## config.mk

```make
export PLATFORM = sky130hd
export DESIGN_NAME = async_xfer_tracker
export DESIGN_NICKNAME = d
export VERILOG_FILES = /design/src/rtl/xfer_pkg.sv /design/src/rtl/xfer_outstanding_ctr.sv /design/src/rtl/xfer_priv_guard.sv /design/src/rtl/xfer_barrier_gate.sv /design/src/rtl/async_xfer_tracker.sv
export SDC_FILE = /design/constraint.sdc
export NUM_CORES = 1
export LEC_CHECK = 0
export BUFFER_PORTS_ARGS = -buffer_cell sky130_fd_sc_hd__buf_4
export CAP_MARGIN = 10
export CORE_AREA = 8 8 112 73
export CTS_CLUSTER_DIAMETER = 120
export CTS_CLUSTER_SIZE = 25
export DETAILED_ROUTE_END_ITERATION = 6
export DIE_AREA = 0 0 120 81
export GPL_TIMING_DRIVEN = 0
export HOLD_SLACK_MARGIN = 0.12
export PLACE_DENSITY = 0.86
export SYNTH_ARGS = -nofsm -noshare
export SYNTH_HDL_FRONTEND = slang
export SYNTH_SLANG_ARGS = --single-unit
```

## constraint.sdc

```tcl
create_clock -name clk -period 9.9 [get_ports clk]
set_clock_uncertainty 0.2 [all_clocks]
set_input_delay 0.99 -clock clk [delete_from_list [all_inputs] [get_ports clk]]
set_output_delay 0.99 -clock clk [all_outputs]
set_load 0.01 [all_outputs]
```

## src/rtl/xfer_pkg.sv

```systemverilog
package xfer_pkg;
   typedef enum logic {
      XFER_RD = 1'b0,
      XFER_WR = 1'b1
   } xfer_kind_e;

   localparam int unsigned XFER_KINDS = 2;
endpackage

```

## src/rtl/xfer_outstanding_ctr.sv

```systemverilog
module xfer_outstanding_ctr #(
   parameter int unsigned CNT_W = 8
) (
   input  logic             clk,
   input  logic             rst_n,
   input  logic             inc,
   input  logic             dec,
   output logic [CNT_W-1:0] count,
   output logic             full,
   output logic             zero
);
   localparam logic [CNT_W-1:0] CNT_MAX = {CNT_W{1'b1}};

   if (CNT_W < 2) begin : g_bad_width
      $error("xfer_outstanding_ctr: CNT_W must be at least 2");
   end

   logic [CNT_W-1:0] cnt_q;

   always_ff @(posedge clk) begin
      if (!rst_n) begin
         cnt_q <= '0;
      end else if (inc && !dec && cnt_q != CNT_MAX) begin
         cnt_q <= cnt_q + 1'b1;
      end else if (dec && !inc && cnt_q != '0) begin
         cnt_q <= cnt_q - 1'b1;
      end
   end

   assign count = cnt_q;
   assign full  = (cnt_q == CNT_MAX);
   assign zero  = (cnt_q == '0);
endmodule

```

## src/rtl/xfer_priv_guard.sv

```systemverilog
module xfer_priv_guard #(
   parameter int unsigned LADDR_W = 20
) (
   input  logic [LADDR_W-1:0] addr,
   input  logic [LADDR_W-1:0] base,
   input  logic [LADDR_W-1:0] limit,
   output logic               hit
);
   if (LADDR_W < 1) begin : g_bad_width
      $error("xfer_priv_guard: LADDR_W must be positive");
   end

   assign hit = (addr >= base) && (addr <= limit);
endmodule

```

## src/rtl/xfer_barrier_gate.sv

```systemverilog
module xfer_barrier_gate (
   input  logic clk,
   input  logic rst_n,
   input  logic bar_req,
   input  logic cnt_zero,
   output logic done,
   output logic stall
);
   logic done_q;

   always_ff @(posedge clk) begin
      if (!rst_n) begin
         done_q <= 1'b0;
      end else begin
         done_q <= bar_req && cnt_zero;
      end
   end

   assign done  = done_q;
   assign stall = bar_req && !done_q;
endmodule

```

## src/rtl/async_xfer_tracker.sv

```systemverilog
module async_xfer_tracker #(
   parameter int unsigned CNT_W   = 8,
   parameter int unsigned X_W     = 6,
   parameter int unsigned Y_W     = 6,
   parameter int unsigned RADDR_W = 32,
   parameter int unsigned LADDR_W = 20
) (
   input  logic               clk,
   input  logic               rst_n,
   input  logic               req_valid,
   input  logic               req_write,
   input  logic [X_W-1:0]     req_x,
   input  logic [Y_W-1:0]     req_y,
   input  logic [RADDR_W-1:0] req_raddr,
   input  logic [LADDR_W-1:0] req_laddr,
   output logic               req_ready,
   input  logic [LADDR_W-1:0] priv_base,
   input  logic [LADDR_W-1:0] priv_limit,
   output logic               noc_valid,
   output logic               noc_write,
   output logic [X_W-1:0]     noc_x,
   output logic [Y_W-1:0]     noc_y,
   output logic [RADDR_W-1:0] noc_raddr,
   output logic [LADDR_W-1:0] noc_laddr,
   input  logic               noc_ready,
   input  logic               cpl_rd,
   input  logic               cpl_wr,
   input  logic               rd_barrier,
   input  logic               wr_barrier,
   output logic               rd_barrier_done,
   output logic               wr_barrier_done,
   output logic               core_stall,
   output logic [CNT_W-1:0]   rd_outstanding,
   output logic [CNT_W-1:0]   wr_outstanding,
   output logic               priv_error
);
   import xfer_pkg::*;

   if (X_W < 1 || Y_W < 1 || RADDR_W < 1) begin : g_bad_fields
      $error("async_xfer_tracker: field widths must be positive");
   end

   logic                   priv_hit;
   logic                   sel_full;
   logic                   issue;
   logic                   err_q;
   logic [XFER_KINDS-1:0]  kind_full;
   logic [XFER_KINDS-1:0]  kind_zero;
   logic [XFER_KINDS-1:0]  kind_done;
   logic [XFER_KINDS-1:0]  kind_stall;
   logic [XFER_KINDS-1:0]  kind_cpl;
   logic [XFER_KINDS-1:0]  kind_bar;
   logic [CNT_W-1:0]       kind_cnt [XFER_KINDS];

   assign kind_cpl = {cpl_wr, cpl_rd};
   assign kind_bar = {wr_barrier, rd_barrier};

   xfer_priv_guard #(.LADDR_W(LADDR_W)) u_guard (
      .addr  (req_laddr),
      .base  (priv_base),
      .limit (priv_limit),
      .hit   (priv_hit)
   );

   assign sel_full  = kind_full[req_write];
   assign noc_valid = req_valid && !priv_hit && !sel_full;
   assign issue     = noc_valid && noc_ready;
   assign req_ready = priv_hit || (noc_ready && !sel_full);

   for (genvar k = 0; k < XFER_KINDS; k++) begin : g_kind
      xfer_outstanding_ctr #(.CNT_W(CNT_W)) u_ctr (
         .clk   (clk),
         .rst_n (rst_n),
         .inc   (issue && (req_write == k[0])),
         .dec   (kind_cpl[k]),
         .count (kind_cnt[k]),
         .full  (kind_full[k]),
         .zero  (kind_zero[k])
      );

      xfer_barrier_gate u_bar (
         .clk      (clk),
         .rst_n    (rst_n),
         .bar_req  (kind_bar[k]),
         .cnt_zero (kind_zero[k]),
         .done     (kind_done[k]),
         .stall    (kind_stall[k])
      );
   end

   always_ff @(posedge clk) begin
      if (!rst_n) begin
         err_q <= 1'b0;
      end else if (req_valid && priv_hit) begin
         err_q <= 1'b1;
      end
   end

   assign noc_write       = req_write;
   assign noc_x           = req_x;
   assign noc_y           = req_y;
   assign noc_raddr       = req_raddr;
   assign noc_laddr       = req_laddr;
   assign rd_outstanding  = kind_cnt[XFER_RD];
   assign wr_outstanding  = kind_cnt[XFER_WR];
   assign rd_barrier_done = kind_done[XFER_RD];
   assign wr_barrier_done = kind_done[XFER_WR];
   assign core_stall      = |kind_stall;
   assign priv_error      = err_q;
endmodule

```

* After elaboration in Yosys (flattened, before gate mapping)
Cells that the tools add are included.
** Operators by class
- Add/subtract/negate cells :: 4
- Multiply operators :: 0
- Divide/modulo/power cells :: 0
- Order comparisons :: 3
- Eq/ne operators :: 4
- Shift operators :: 0
- Multiplexer cells :: 6
- Bitwise operators :: 1
- Reduce and logical (&&, ||, !) cells :: 36
** Operators by type and width (count)
- $mux 8 :: 4
- $ge 20x20->1 :: 1
- $le 20x20->1 :: 1
- $logic_and 1x1->1 :: 20
- $add 8x1->8 const B :: 2
- $eq 8x8->1 const B :: 2
- $logic_not 8->1 :: 2
- $ne 8x8->1 const B :: 2
- $reduce_bool 8->1 :: 2
- $sub 8x1->8 const B :: 2
- $logic_not 1->1 :: 8
- $reduce_bool 2->1 :: 2
- $lt 1x2->1 const B :: 1
- $mux 1 :: 2
- $reduce_or 2->1 :: 1
- $logic_or 1x1->1 :: 1
- $not 1->1 :: 1
** Storage, ports and cells
- Flip-flop bits (word level) :: 19
- Latch bits :: 0
- Bits in writable memories :: 0
- Bits in read-only memories :: 0
- Input port bits :: 113
- Word-level logic and storage cells :: 59
- Memories kept :: 0

* Longest topological paths before layout
Gate-level depths: netlist of run 1.
- Word-level depth :: 12
- Mapped depth :: 18

* Modules after synthesis
A second synthesis of run 1 with hierarchy kept.
** Unflattened totals
- Cells, all modules :: 366
- Area, all modules :: 2930.3 um^2
** Modules (own cells, without submodules)
- xfer_outstanding_ctr :: times used 2, cells an instance 72, area an instance 641.9 um^2, sequential area each 160.2 um^2
- xfer_priv_guard :: times used 1, cells an instance 140, area an instance 997.2 um^2, sequential area each 0.0 um^2
- async_xfer_tracker :: times used 1, cells an instance 76, area an instance 584.3 um^2, sequential area each 20.0 um^2
- xfer_barrier_gate :: times used 2, cells an instance 3, area an instance 32.5 um^2, sequential area each 20.0 um^2

* Worst setup path before layout of run 1
Ideal clock, no wire load.
- Path type :: input -> register
- From :: input priv_limit[2]
- To :: register g_kind[0].u_ctr.cnt_q[7]
- Arrival :: 4.536 ns
- Setup slack :: 5.092 ns
- Stages on the path :: 18
- Cells stage by stage :: inv_1 ha_1 and3_1 a221o_1 a221o_1 a211oi_2 a31oi_2 o21ai_2 nand2b_1 ha_1 a21o_1 a21oi_1 o21bai_1 a2111oi_0 nor3_1 o2111a_1 a21oi_1 mux2i_1
** Between the ends
- Cells in the longest elaborated chain, start to end :: 11
- Elaborated cells on any way between the ends :: 14
- Classes of those cells :: order compare: 1; mux: 1; reduce/logical: 12
** Ends and longest elaborated chain
- start: declaration :: line async_xfer_tracker.sv:18 : input logic [LADDR_W-1:0] priv_limit,
- $le 20x20->1 * :: line xfer_priv_guard.sv:13 : assign hit = (addr >= base) && (addr <= limit);
- $logic_and 1x1->1 * :: line xfer_priv_guard.sv:13
- $logic_not 1->1 * :: line async_xfer_tracker.sv:66 : assign noc_valid = req_valid && !priv_hit && !sel_full;
- $logic_and 1x1->1 * (2 in a row) :: line async_xfer_tracker.sv:66
- $logic_and 1x1->1 * :: line async_xfer_tracker.sv:67 : assign issue = noc_valid && noc_ready;
- $logic_and 1x1->1 * :: line async_xfer_tracker.sv:74 : .inc (issue && (req_write == k[0])),
- $logic_not 1->1 :: line xfer_outstanding_ctr.sv:25 : end else if (dec && !inc && cnt_q != '0) begin
- $logic_and 1x1->1 (2 in a row) :: line xfer_outstanding_ctr.sv:25
- $reduce_bool 2->1 (no line)
- end signal: assignment :: line xfer_outstanding_ctr.sv:24 : cnt_q <= cnt_q + 1'b1;
- end signal: assignment :: line xfer_outstanding_ctr.sv:26 : cnt_q <= cnt_q - 1'b1;
- end: declaration :: line xfer_outstanding_ctr.sv:18 : logic [CNT_W-1:0] cnt_q;
Every way passes the cells marked *; elsewhere a longest branch is shown, timed or not.
A chain may end at the register's enable or synchronous reset.

* Worst setup path after layout of run 1
- From :: input req_laddr[9]
- To :: register g_kind[0].u_ctr.cnt_q[7]
** Between the ends
- Cells in the longest elaborated chain, start to end :: 11
- Elaborated cells on any way between the ends :: 15
- Classes of those cells :: order compare: 2; mux: 1; reduce/logical: 12
** Ends and longest elaborated chain
- start: declaration :: line async_xfer_tracker.sv:15 : input logic [LADDR_W-1:0] req_laddr,
- $ge 20x20->1 / $le 20x20->1 (equally long branches) :: line xfer_priv_guard.sv:13
- $logic_and 1x1->1 * :: line xfer_priv_guard.sv:13
- $logic_not 1->1 * :: line async_xfer_tracker.sv:66
- $logic_and 1x1->1 * (2 in a row) :: line async_xfer_tracker.sv:66
- $logic_and 1x1->1 * :: line async_xfer_tracker.sv:67
- $logic_and 1x1->1 * :: line async_xfer_tracker.sv:74
- $logic_not 1->1 :: line xfer_outstanding_ctr.sv:25
- $logic_and 1x1->1 (2 in a row) :: line xfer_outstanding_ctr.sv:25
- $reduce_bool 2->1 (no line)
Marks and branches as above.

==> results of run 1 <==
-- final timing paths --
kind                                                from                  endpoint  slack, ps  depth (start not counted)
worst min-delay path            g_kind[1].u_ctr.count[7]  g_kind[1].u_ctr.count[7]        310                          2
worst min register to register  g_kind[1].u_ctr.count[7]  g_kind[1].u_ctr.count[7]        310                          2
worst max register to register  g_kind[0].u_ctr.count[0]  g_kind[0].u_ctr.count[7]       6230                         14
worst max-delay path                        req_laddr[9]  g_kind[0].u_ctr.count[7]       4750                         18
-- cells by family (layout without fill, tap and decap cells) --
kind of cell | after synthesis | after routing | synth area share, %
mux | 19 | 19 | 7.40
fa+ha+maj | 54 | 54 | 23.8
simple gates | 101 | 101 | 16.7
buf+inv | 114 | 272 | 23.1
flops | 19 | 19 | 13.1
compound gates | 54 | 54 | 13.0
xor+xnor | 10 | 10 | 3.01
-- Yosys cell counts, types with 6 or more instances --
cell,number,area share [%]
nand4_1,8,1.7
a21oi_1,23,4.0
xnor2_1,8,2.4
nor2_1,17,2.2
nand2_1,46,5.9
mux2i_1,17,5.9
inv_1,45,5.8
ha_1,52,22
dfxtp_1,19,13
a21o_1,8,2.1
nor3_1,6,1.0
buf_4,65,17
nand2b_1,6,1.3
-- power by group through the flow --
stage / combinational (mW) / clock (mW) / sequential [mW]
6_report: 0.501 / 0.0555 / 0.158
5_1_grt: 0.556 / 0.0599 / 0.164
4_1_cts: 0.502 / 0.0567 / 0.157
3_5_place_dp: 0.500 / 0 / 0.159
3_3_place_gp: 0.477 / 0 / 0.156
2_1_floorplan: 0.326 / 0 / 0.161
-- state kept, by name (all words and copies together), names as in the netlist --
signal / cells
g_kind.u_ctr.count: 16
g_kind.u_bar.done: 2
priv_error: 1
-- through the flow --
| step | hold slack, ps | worst slack, ps |
|---|---|---|
| after floorplan | 310 | 5090 |
| after global placement | 273 | 4640 |
| after detailed placement | 291 | 4480 |
| after CTS | 304 | 4760 |
| after global routing | 330 | 4320 |
| final | 308 | 4750 |
-- critical path: stages --
cell,delay (ps)
buf_4,120
ha_1,300
a21oi_1,120
o21ai_0,120
a221oi_1,300
o21ai_0,210
a221oi_2,500
o21ai_2,150
nand2b_1,320
ha_1,350
a21o_1,170
a21oi_1,240
o21bai_1,130
a2111oi_0,450
nor3_1,180
o2111a_1,160
a21oi_1,140
mux2i_1,190
-- layout by cell type (no fill, tap or decap), drive strengths merged, types with 4 or more instances in the layout --
| cell | Yosys | final |
|---|---|---|
| mux2i | 19 | 19 |
| a21o | 8 | 8 |
| nand2 | 46 | 46 |
| nand4 | 8 | 8 |
| buf | 65 | 219 |
| xnor2 | 8 | 8 |
| nor3 | 6 | 6 |
| nor2 | 17 | 17 |
| o21ai | 5 | 5 |
| nor4 | 5 | 5 |
| a21oi | 23 | 23 |
| ha | 52 | 52 |
| dfxtp | 19 | 19 |
| clkbuf | 4 | 7 |
| inv | 45 | 45 |
| nand2b | 6 | 6 |
| nor2b | 4 | 4 |
-- layout make-up --
cell class              instances  share of cell area, %
clock buffers                   3                  0.979
plain buffers                  69                   11.9
inverters                      45                   4.00
well taps                      87                   2.58
clock inverters                 1                  0.119
flip-flops and latches         19                   9.02
repair buffers                154                   27.4
multi-input cells             238                   44.0
-- layer usage --
metal	vias up	wire, um
met3	14	731
li1	1514	-
met5	-	0
met4	0	172
met2	112	4850
met1	1330	3570
==> impl_metrics.env, run 1 <==
export IMPL_grt_antenna_before_repair=0
export IMPL_area_sequential_um2=380
export IMPL_numClockSinks=19
export IMPL_die_w_um=120
export IMPL_cts_resized=0
export IMPL_edff_count_synth=0
export IMPL_vdd_ir_drop_worst_mv=0.187
export IMPL_final_min_period_over_clock_period_pct=52.1
export IMPL_power_switching_share_pct=44.2
export IMPL_post_synth_cell_area_avg_um2=7.83
export IMPL_ctsHoldBuffers=0
export IMPL_fin_setup_tns_ps=0
export IMPL_netlist_cell_type_count=41
export IMPL_crit_path_start_kind="input port"
export IMPL_cellLeakagePower_nw=2.38
export IMPL_routedWlPerCell_um=15.1
export IMPL_p_int_uw=399
export IMPL_postLayoutCoreUtil_pct=65.1
export IMPL_drv_cap=0
export IMPL_rsz0062_at_grt="false"
export IMPL_multi_input_comb_area_mm2=0.00185
export IMPL_power_share_sequential_pct=22.1
export IMPL_finalCriticalPeriod_ps=5150
export IMPL_vias_per_cell=4.82
export IMPL_p_total_uw=714
export IMPL_slew_viol_final=0
export IMPL_grt_use_met3_pct=5.05
export IMPL_run_status="finished, final reports clean"
export IMPL_track_usage_pct=17.7
export IMPL_ioPinCount=200
export IMPL_initial_utilization_pct=44.9
export IMPL_met1_routing_resource_usage_after_global_routing_pct=19.4
export IMPL_seq_area_frac_synth_pct=13.1
export IMPL_detailedRoute_firstIterationViolations=139
export IMPL_wire_length_of_the_first_global_routing_pass_mm=14.5
export IMPL_worstSkewPairLatency_ps=260
export IMPL_p_sw_uw=316
export IMPL_timing_critical_path_to_type="flop"
export IMPL_antenna_cells=0
export IMPL_post_synthesis_net_count=538
export IMPL_clk_pin_slew_ps=80
export IMPL_critical_path_class="input port to flop"
export IMPL_cts_buffers=3
export IMPL_power_share_combinational_pct=70.1
export IMPL_synthFlopType="dfxtp_1"
export IMPL_post_cts_setup_buffer_count=0
export IMPL_worst_max_slew_pin_slew_ps=484
export IMPL_syn_inst=371
export IMPL_tritoncts_clock_tree="done"
export IMPL_drc_errors=0
export IMPL_placed_cells_incl_taps=612
export IMPL_synthArstFlopShare_pct=0
export IMPL_detail_route_first_pass_iterations=4
export IMPL_clock_tree_root_cell="clkbuf_8"
export IMPL_final_cell_count_no_fill=616
export IMPL_pin_count_of_the_biggest_net_entering_global_routing=12
export IMPL_critPathMaxFanout=7
export IMPL_die_y_um=81
export IMPL_cts_path_max_buffers=2
export IMPL_grt_pass1_vias=3091
export IMPL_global_route_usage_met2_pct=33.7
export IMPL_number_of_nets_in_the_layout=697
export IMPL_post_synth_instance_area_mm2=0.00291
export IMPL_required_time_of_the_worst_setup_path_ps=9900
export IMPL_clkPwrFrac_pct=7.8
export IMPL_port_buffer_count=154
export IMPL_holdCritPathClass="flop to flop"
export IMPL_synth_ff_latch_count=19
export IMPL_rows=23
export IMPL_dp_hpwl_mm=8.45
export IMPL_post_route_cell_area_mm2=0.00422
export IMPL_powerDensity_mw_per_mm2=169
export IMPL_vias=2970
export IMPL_clock_tree_htree_level_count=1
export IMPL_worstPathArrival_ps=5150
export IMPL_design_die_area_mm2=0.00972
export IMPL_route_antenna_remaining_nets=0
export IMPL_finalWeightedCongestion=0.818
export IMPL_fmax_ghz=0.194
export IMPL_grt_overflow_total=0
export IMPL_final_hold_vios=0
export IMPL_layout_area_overhead_vs_synth_pct=45.1
export IMPL_routed_wire_length_mm=9.33
export IMPL_setup_violations_final=0
export IMPL_drive_gt1_share_pct=43.7
export IMPL_gr_max_usage_layer="met2"
export IMPL_filler_cell_count=571
export IMPL_max_slew_margin_pct=67.3
export IMPL_placed_area_mm2=0.00417
export IMPL_synth_warning_count=0
export IMPL_fp_coreArea_mm2=0.00647
(Power assumes the default switching activity.)
==> run 2: changes to the inputs <==
--- a/config.mk
+++ b/config.mk
@@ -7,14 +7,14 @@
 export LEC_CHECK = 0
 export BUFFER_PORTS_ARGS = -buffer_cell sky130_fd_sc_hd__buf_4
 export CAP_MARGIN = 10
-export CORE_AREA = 8 8 112 73
+export CORE_AREA = 8 8 116 75
 export CTS_CLUSTER_DIAMETER = 120
 export CTS_CLUSTER_SIZE = 25
 export DETAILED_ROUTE_END_ITERATION = 6
-export DIE_AREA = 0 0 120 81
+export DIE_AREA = 0 0 124 83
 export GPL_TIMING_DRIVEN = 0
 export HOLD_SLACK_MARGIN = 0.12
-export PLACE_DENSITY = 0.86
+export PLACE_DENSITY = 0.81
 export SYNTH_ARGS = -nofsm -noshare
 export SYNTH_HDL_FRONTEND = slang
 export SYNTH_SLANG_ARGS = --single-unit
==> constraint.sdc (replaced) <==
create_clock -name clk -period 5.13 [get_ports clk]
set_clock_uncertainty 0.2 [all_clocks]
set_input_delay 0.513 -clock clk [delete_from_list [all_inputs] [get_ports clk]]
set_output_delay 0.513 -clock clk [all_outputs]
set_load 0.01 [all_outputs]
==> impl_metrics.env, run 2 (same netlist as run 1, synthesis figures left out) <==
export IMPL_cts_buffers=3
export IMPL_placed_area_mm2=0.00418
export IMPL_route_antenna_remaining_nets=0
export IMPL_design_die_area_mm2=0.0103
export IMPL_number_of_nets_in_the_layout=697
export IMPL_number_of_flip_flops_under_the_largest_register_name=16
export IMPL_vias_per_cell=4.75
export IMPL_detail_route_first_pass_iterations=4
export IMPL_final_min_period_over_clock_period_pct=92.5
export IMPL_die_y_um=83
export IMPL_run_status="finished, final reports clean"
export IMPL_port_buffer_count=154
export IMPL_final_hold_vios=0
export IMPL_rows=24
export IMPL_post_cts_setup_buffer_count=0
export IMPL_drc_errors=0
export IMPL_routed_wire_length_mm=9.51
export IMPL_layout_cells_most_common="buf_4"
export IMPL_whs_path_depth=3
export IMPL_r2r_start="g_kind[0].u_ctr.count[4]"
export IMPL_ctsHoldBuffers=0
export IMPL_layout_area_overhead_vs_synth_pct=46.4
export IMPL_holdCritPathClass="input port to flop"
export IMPL_initial_utilization_pct=41.4
export IMPL_vdd_ir_drop_worst_mv=0.328
export IMPL_drv_cap=0
export IMPL_finalCriticalPeriod_ps=4740
export IMPL_rsz0062_at_grt="false"
export IMPL_cellLeakagePower_nw=2.39
export IMPL_required_time_of_the_worst_setup_path_ps=5110
export IMPL_vias=2946
export IMPL_worstHoldStart="rd_barrier"
export IMPL_tritoncts_clock_tree="done"
export IMPL_ff2ff_setup_slack_ps=1410
export IMPL_fp_coreArea_mm2=0.00703
export IMPL_die_w_um=124
export IMPL_track_usage_pct=17.7
export IMPL_wire_length_of_the_first_global_routing_pass_mm=15.2
export IMPL_fmax_ghz=0.211
export IMPL_post_route_cell_area_mm2=0.00426
export IMPL_grt_overflow_total=0
export IMPL_p_total_mw=1.44
export IMPL_cts_path_max_buffers=2
export IMPL_detailedRoute_firstIterationViolations=116
export IMPL_worst_max_slew_pin_slew_ps=467
export IMPL_grt_pass1_vias=3084
export IMPL_rr_endpoint="g_kind[0].u_ctr.count[7]"
export IMPL_critical_path_class="input port to flop"
export IMPL_powerDensity_mw_per_mm2=337
export IMPL_finalWeightedCongestion=0.813
export IMPL_worstPathArrival_ps=4720
export IMPL_slew_viol_final=0
export IMPL_cts_resized=0
export IMPL_routedWlPerCell_um=15.3
export IMPL_pin_count_of_the_biggest_net_entering_global_routing=11
export IMPL_whs_endpoint="g_kind[0].u_bar.done"
export IMPL_clock_tree_htree_level_count=1
export IMPL_fin_setup_tns_ps=0
export IMPL_numClockSinks=19
export IMPL_dp_hpwl_mm=8.50
export IMPL_clk_pin_slew_ps=50
export IMPL_setup_violations_final=0
export IMPL_layout_common_cells="buf_4 (219), ha_1 (52), nand2_1 (46)"
export IMPL_ioPinCount=200
export IMPL_clock_tree_root_cell="clkbuf_16"
export IMPL_drive_gt1_share_pct=43.5
export IMPL_reg2regPathDepth=14
export IMPL_timing_critical_path_to_type="flop"
export IMPL_antenna_cells=0
export IMPL_timing_hold_ws_ps=291
export IMPL_max_slew_margin_pct=68.5
export IMPL_critPathMaxFanout=7
export IMPL_grt_antenna_before_repair=0
export IMPL_crit_path_start_kind="input port"
export IMPL_worstSkewPairLatency_ps=250
## run 2: final cells by class
| class | count | area, um^2 |
|---|---|---|
| Timing Repair Buffer | 154 | 1160 |
| Buffer | 69 | 503 |
| Sequential cell | 19 | 380 |
| Tap cell | 91 | 114 |
| Clock buffer | 4 | 78.8 |
| Multi-Input combinational cell | 238 | 1850 |
| Inverter | 45 | 169 |
| Fill cell | 645 | 2770 |
## run 2: worst max path at each step
stage | start | end | slack (ps)
final | req_laddr[2] | g_kind[0].u_ctr.count[7] | 390
after floorplan | priv_limit[2] | g_kind[0].u_ctr.count[7] | 800
after global placement | req_laddr[2] | g_kind[0].u_ctr.count[7] | 350
after CTS | req_laddr[2] | g_kind[0].u_ctr.count[7] | 440
after detailed placement | req_laddr[2] | g_kind[0].u_ctr.count[7] | 210
after global routing | req_laddr[9] | g_kind[0].u_ctr.count[7] | 100
## run 2: routing by layer
metal,wire [um],track usage [%],vias to the layer above
met5,0,0,-
met4,133,3.33,0
met3,606,2.50,10
met2,5050,34.6,78
met1,3720,19.4,1351
li1,-,-,1507
## run 2: worst max-delay path, cell delays in order
cell       delay [ps]
buf_4             130
ha_1              310
and3_1            220
a221o_1           300
a221o_1           360
a211oi_2          170
a31oi_2           100
o21ai_2           270
nand2b_1          360
ha_1              300
a21o_1            170
a21oi_1           240
o21bai_1          130
a2111oi_0         450
nor3_1            180
o2111a_1          160
a21oi_1           150
mux2i_1           200
## run 2: power breakdown
group	total, mW	switching [mW]	internal [mW]
sequential	0.306	0.0953	0.211
clock	0.161	0.0550	0.106
combinational	0.968	0.463	0.505
total	1.44	0.613	0.822
## run 2: metrics by stage
step                      utilization, %  worst slack [ps]  std cells
final                               60.6               385        620
after CTS                           60.6               435        620
after detailed placement            59.4               213        616
after global routing                60.6              97.9        620
after global placement              59.4               354        616
after floorplan                        -               799        371
